===== config.mk =====
export PLATFORM = sky130hd
export DESIGN_NAME = erase_qual
export DESIGN_NICKNAME = d
export VERILOG_FILES = /design/src/rtl/erase_qual_pkg.sv /design/src/rtl/erase_sync.sv /design/src/rtl/erase_hold_cnt.sv /design/src/rtl/erase_req_gen.sv /design/src/rtl/erase_qual.sv
export SDC_FILE = /design/constraint.sdc
export NUM_CORES = 1
export LEC_CHECK = 0
export BUFFER_PORTS_ARGS = -buffer_cell sky130_fd_sc_hd__buf_2
export CORE_MARGIN = 2
export CORE_UTILIZATION = 35
export DETAILED_ROUTE_END_ITERATION = 8
export PLACE_DENSITY_LB_ADDON = 0.08
export SLEW_MARGIN = 0
export SYNTH_ARGS = -nofsm -noshare
export SYNTH_HDL_FRONTEND = slang
export SYNTH_SLANG_ARGS = --single-unit

===== constraint.sdc =====
create_clock -name clk_i -period 2.1 [get_ports clk_i]
set_clock_uncertainty 0.2 [all_clocks]
set_input_delay 0.525 -clock clk_i [delete_from_list [all_inputs] [get_ports clk_i]]
set_output_delay 0.525 -clock clk_i [all_outputs]
set_load 0.005 [all_outputs]

===== src/rtl/erase_qual_pkg.sv =====
package erase_qual_pkg;
  typedef enum logic {
    PIN_ERASE = 1'b0,
    PIN_GPIO  = 1'b1
  } pin_mode_e;
endpackage


===== src/rtl/erase_sync.sv =====
module erase_sync #(
  parameter int STAGES = 2
) (
  input  logic clk_i,
  input  logic rst_ni,
  input  logic d_i,
  output logic q_o
);
  logic [STAGES-1:0] chain_q;

  generate
    for (genvar i = 0; i < STAGES; i++) begin : g_stage
      always_ff @(posedge clk_i or negedge rst_ni) begin
        if (!rst_ni) chain_q[i] <= 1'b0;
        else if (i == 0) chain_q[i] <= d_i;
        else chain_q[i] <= chain_q[(i > 0) ? i-1 : 0];
      end
    end
  endgenerate

  assign q_o = chain_q[STAGES-1];
endmodule


===== src/rtl/erase_hold_cnt.sv =====
module erase_hold_cnt #(
  parameter int THRESH = 5000
) (
  input  logic clk_i,
  input  logic rst_ni,
  input  logic lvl_i,
  input  logic clear_i,
  output logic full_o
);
  localparam int CW = (THRESH > 2) ? $clog2(THRESH) : 1;
  localparam logic [CW-1:0] LAST = CW'(THRESH - 1);

  logic [CW-1:0] cnt_q;

  // saturates at LAST; holds there until the level drops
  always_ff @(posedge clk_i or negedge rst_ni) begin
    if (!rst_ni) cnt_q <= '0;
    else if (clear_i || !lvl_i) cnt_q <= '0;
    else if (cnt_q != LAST) cnt_q <= cnt_q + 1'b1;
  end

  assign full_o = (cnt_q == LAST);
endmodule


===== src/rtl/erase_req_gen.sv =====
module erase_req_gen (
  input  logic clk_i,
  input  logic rst_ni,
  input  logic lvl_i,
  input  logic full_i,
  input  logic block_i,
  input  logic clr_i,
  output logic req_o,
  output logic seen_o
);
  logic fired_q, req_q, seen_q, hit;

  assign hit = lvl_i && full_i && !block_i && !fired_q;

  always_ff @(posedge clk_i or negedge rst_ni) begin
    if (!rst_ni) begin
      fired_q <= 1'b0;
      req_q   <= 1'b0;
      seen_q  <= 1'b0;
    end else begin
      req_q  <= hit;
      seen_q <= hit || (seen_q && !clr_i);  // set wins
      if (!lvl_i) fired_q <= 1'b0;
      else if (hit) fired_q <= 1'b1;
    end
  end

  assign req_o  = req_q;
  assign seen_o = seen_q;
endmodule


===== src/rtl/erase_qual.sv =====
module erase_qual
  import erase_qual_pkg::*;
#(
  parameter int THRESH      = 5000,
  parameter int SYNC_STAGES = 2
) (
  input  logic clk_i,
  input  logic rst_ni,
  input  logic pin_i,
  input  logic cfg_we_i,
  input  logic cfg_gpio_i,
  input  logic seen_clr_i,
  output logic erase_req_o,
  output logic erase_seen_o,
  output logic gpio_mode_o
);
  pin_mode_e mode_q, mode_eff;
  logic      pin_s, full, blocked;

  // a write acts in its own cycle so a pending count dies at once
  assign mode_eff = cfg_we_i ? pin_mode_e'(cfg_gpio_i) : mode_q;
  assign blocked  = (mode_eff == PIN_GPIO);

  always_ff @(posedge clk_i or negedge rst_ni) begin
    if (!rst_ni) mode_q <= PIN_ERASE;
    else mode_q <= mode_eff;
  end

  erase_sync #(.STAGES(SYNC_STAGES)) u_sync (
    .clk_i (clk_i),
    .rst_ni(rst_ni),
    .d_i   (pin_i),
    .q_o   (pin_s)
  );

  erase_hold_cnt #(.THRESH(THRESH)) u_cnt (
    .clk_i  (clk_i),
    .rst_ni (rst_ni),
    .lvl_i  (pin_s),
    .clear_i(blocked),
    .full_o (full)
  );

  erase_req_gen u_req (
    .clk_i  (clk_i),
    .rst_ni (rst_ni),
    .lvl_i  (pin_s),
    .full_i (full),
    .block_i(blocked),
    .clr_i  (seen_clr_i),
    .req_o  (erase_req_o),
    .seen_o (erase_seen_o)
  );

  assign gpio_mode_o = (mode_q == PIN_GPIO);
endmodule


After elaboration in Yosys (flattened, before gate mapping)
Cells that the tools add are included.
- register bits after elaboration: 19
- input port bits: 6
- output and inout bits: 3
- logic and storage cells: 27
- $add $sub $neg: 1
- eq/ne operators: 3
- multiplexer cells: 5
- reductions and logical operators: 11
- operators with widths (cell ; number):
    $mux W13 ; 2
    $add A13 B1 Y13 const B ; 1
    $eq A13 B13 Y1 const B ; 1
    $ne A13 B13 Y1 const B ; 1
    $logic_and A1 B1 Y1 ; 4
    $logic_not A1 Y1 ; 4
    $mux W1 ; 3
    $logic_or A1 B1 Y1 ; 2
    $ne A2 B2 Y1 const B ; 1
    $reduce_bool A2 Y1 ; 1

Longest topological paths before layout
- word-level depth: 6
- mapped depth: 5
- depth with buffers taken out: 5

Modules after synthesis
A second synthesis with hierarchy kept.
- cells, all modules: 85
- area total of the unflattened synthesis: 917.1 µm²
- modules (own cells, without submodules) (module ; instances ; cells an instance ; area an instance (µm²) ; sequential area each (µm²)):
    erase_hold_cnt ; 1 ; 73 ; 711.9 ; 325.3
    erase_req_gen ; 1 ; 8 ; 115.1 ; 75.1
    erase_sync ; 1 ; 2 ; 50.0 ; 50.0
    erase_qual ; 1 ; 2 ; 40.0 ; 25.0

Worst setup path before layout
Ideal clock, no wire load.
- kind: in2reg
- from: input port cfg_we_i
- to: register u_cnt.cnt_q[2]
- arrival time: 1.452 ns
- required time: 1.805 ns
- slack: 0.353 ns
- cell stages on the path: 5
- path buffers: 1
- path through: mux2_4 -> or2_1 -> buf_6 -> a211o_1 -> o31ai_1
- longest elaborated chain between the ends: 3
- RTL lines (what ; line ; source):
    from (decl) ; erase_qual.sv:10 ; input logic cfg_we_i,
    $mux W1 (*) ; erase_qual.sv:21 ; assign mode_eff = cfg_we_i ? pin_mode_e'(cfg_gpio_i) : mode_q;
    $logic_or A1 B1 Y1 (*) ; erase_hold_cnt.sv:18 ; else if (clear_i || !lvl_i) cnt_q <= '0;
    $mux W13 or $reduce_bool A2 Y1 (tied branches) ; -- ;
    to (signal assigned) ; erase_hold_cnt.sv:19 ; else if (cnt_q != LAST) cnt_q <= cnt_q + 1'b1;
    to (decl) ; erase_hold_cnt.sv:13 ; logic [CW-1:0] cnt_q;
Mark *: on every way between the ends. The rest lies on a longest branch, timed or not.
A chain may end at the register's enable or synchronous reset.

Worst setup path after layout
- from: register u_cnt.cnt_q[0]
- to: register u_cnt.cnt_q[2]
- longest elaborated chain between the ends: 3
- RTL lines (what ; line):
    $add A13 B1 Y13 ; erase_hold_cnt.sv:19
    $mux W13 ; erase_hold_cnt.sv:19
    $mux W13 ; erase_hold_cnt.sv:18
Parallel ways exist; a longest one is shown, timed or not. The select of a mux whose other input is x is not followed.

==> results.yml <==
synth:
  ys_seq_area_share_pct: 54.76
  synth_cell_type_count: 27
  synth_nets: 90
  synth.avg_cell_area_um2: 10.46
  syn_inst: 83
  synth_seq_cells: 19
  syn_area_um2: 868.3
  yosys_warnings: 0
setup_path:
  worstSetupPathType: "flip-flop to flip-flop"
  path_cells: "ha_1 > and4_2 > nand3_1 > a211o_1 > o31ai_1"
  crit_family: "simple AND/OR/NAND/NOR gates"
  crit_path_start_kind: "flip-flop"
  endpoint_kind: "flip-flop"
  cp_slowest_cell: "dfrtp_1"
  cpPeakStageDelay_ns: 0.40
  crit_arrival_ns: 1.83
  critPathRequiredTime_ns: 2.12
  crit_fanout: 6
  cp_num_buf_inv: 0
place:
  portBuffers: 8
  dp_hpwl_um: 1051
  pre_cts_ws_ns: 0.2414
  place_area_um2: 944.7
  place.gp.congestion: 0.8366
  dp.cells: 121
route:
  drcViolationCount: 0
  finalWirelength_um: 1472
  vias: 561
  via_per_inst: 4.452
  wl_per_cell_um: 11.68
  initialDrtViolationCount: 7
  detail-route-antenna-nets: 0
  first_pass_iters: 4
hold_path:
  hp-class: "input port to flip-flop"
sta:
  hold_viol: 0
  setup_viol: 0
  tightest_slew_ns: 0.4244
  slew_violations: 0
  fin_ws_ns: 0.2831
  period_minus_slack_ns: 1.817
  fin_tns_setup_ns: 0
  slew_headroom_pct: 71.71
  max_freq_mhz: 550.4
  fin_crit_sh_pct: 86.52
  rsz0062_at_grt: "no"
clocking:
  cts_buffers: 3
  htreeDepth: 1
  cts_resized: 0
  cts_tree: "built"
  clkTransAtPathRegs_ns: 0.11
  cts-root-buf: "clkbuf_4"
  post-cts-setup-buffers: 0
  cts_sinks: 19
  postCtsHoldBufs: 1
  cts_buffer_depth: 2
  clk_latency_ns: 0.30
floorplan:
  die_h_um: 53.81
  io_pins: 9
  core_mm2: 0.002410
  die_area_mm2: 0.002896
  core.rowCount: 18
  dieWidth_um: 53.81
  initial_core_util_pct: 36.03
global_route:
  grt.total_usage_pct: 12.51
  grt_pass1_vias: 527
  grt-ovfl-total: 0
  antenna_found_initial: 0
  grt_pass1_wl_um: 2484
  grt_max_degree: 20
layout:
  syn_to_final_growth_pct: 13.11
  final_common_cell: "dfrtp_1"
  finalNonFillerCells: 126
  antenna_cells: 0
  final_net_count: 104
  stdcell_area_um2: 982.2
  drive_above_1_share_pct: 18.75
  layout_common_cells: "dfrtp_1 (19), nor2_1 (12), buf_2 (8)"
pwr:
  p_leak_nw: 0.4255
  post-layout-total-power_uw: 598.0
  power_density_mw_per_mm2: 608.9
  max-vdd-ir-drop_mv: 0.2696
status:
  status: "finished, final reports clean"
run:
  cap_viol_max_count: 0
==> worst reg2reg max path, stage by stage, from the launching register on <==
cell	delay, ns
dfrtp_1	0.40
ha_1	0.24
and4_2	0.23
nand3_1	0.23
a211o_1	0.37
o31ai_1	0.06
==> sequential cells by signal (all words and copies together), names as in the netlist <==
register / count
u_cnt.cnt_q: 13
u_req.seen_o: 1
u_sync.q_o: 1
u_req.req_o: 1
gpio_mode_o: 1
u_req.fired_q: 1
u_sync.chain_q: 1
==> logic make-up (layout without fill, tap and decap cells) <==
kind of cell	after synthesis	count (layout)	synth area share, %
XOR/XNOR	8	8	8.069
buffers and inverters	9	22	4.899
flip-flops	19	19	54.76
multiplexers	2	2	2.881
AO/OA/AOI/OAI	9	9	6.485
adder cells (fa/ha/maj)	1	1	1.441
AND/OR/NAND/NOR	35	35	21.47
==> per-stage QoR <==
step,utilization (%),hold slack (ns)
after global placement,39.20,0.1340
after global routing,40.76,0.09030
after CTS,40.76,0.1126
after detailed placement,39.20,0.1347
after floorplan,-,0.02941
final,40.76,0.1229
==> layer usage <==
layer | up-vias | wire (µm) | global-route usage, %
met5 | - | 0 | 0
met4 | 0 | 15 | 6.410
met3 | 2 | 51 | 4.167
met2 | 8 | 553 | 15.24
met1 | 245 | 852 | 18.98
li1 | 306 | - | -
==> synthesized netlist by cell type <==
master / count / area share [%]
xor2_1: 1 / 1.0
xnor2_1: 7 / 7.1
nand4_1: 1 / 0.72
nor3_1: 2 / 1.2
ha_1: 1 / 1.4
a21oi_1: 3 / 1.7
and4_2: 1 / 1.2
o21a_1: 1 / 0.86
dfrtp_1: 19 / 55
or3_1: 2 / 1.4
or2_1: 1 / 0.72
nor3_2: 1 / 1.2
nor4b_2: 1 / 1.7
nor4b_1: 1 / 1.0
nand3_1: 5 / 2.9
mux2i_1: 1 / 1.2
inv_1: 7 / 3.0
mux2_4: 1 / 1.7
o31ai_1: 1 / 0.86
a211o_1: 1 / 1.0
buf_6: 1 / 1.3
nor2_1: 12 / 5.2
a21o_1: 1 / 0.86
o21ai_0: 2 / 1.2
buf_2: 1 / 0.58
nand2_1: 5 / 2.2
nor4_1: 3 / 2.2
==> final cells by class <==
class	instances	area (µm²)
Multi-Input combinational cell	55	350.3
Clock inverter	1	5.005
Timing Repair Buffer	11	65.06
Clock buffer	3	22.52
Fill cell	243	1428
Tap cell	30	37.54
Inverter	7	26.28
Sequential cell	19	475.5
==> power breakdown <==
group | leakage (nW) | switching [mW] | internal, mW
Sequential | 0.258 | 0.00375 | 0.372
Combinational | 0.150 | 0.0207 | 0.0167
Clock | 0.0177 | 0.114 | 0.0709
==> worst paths after layout <==
kind	start	to	slack [ns]	cells past startpoint
worst max-delay path	u_cnt.cnt_q[0]	u_cnt.cnt_q[2]	0.28	5
worst min-delay path	pin_i	u_sync.chain_q[0]	0.12	1
worst max register to register	u_cnt.cnt_q[0]	u_cnt.cnt_q[2]	0.28	5
worst min register to register	u_sync.chain_q[0]	u_sync.q_o	0.16	0
max in group asynchronous	rst_ni	u_cnt.cnt_q[12]	0.92	2
min in group asynchronous	rst_ni	gpio_mode_o	0.48	2
Note: power is estimated with default switching activity, not from simulation.
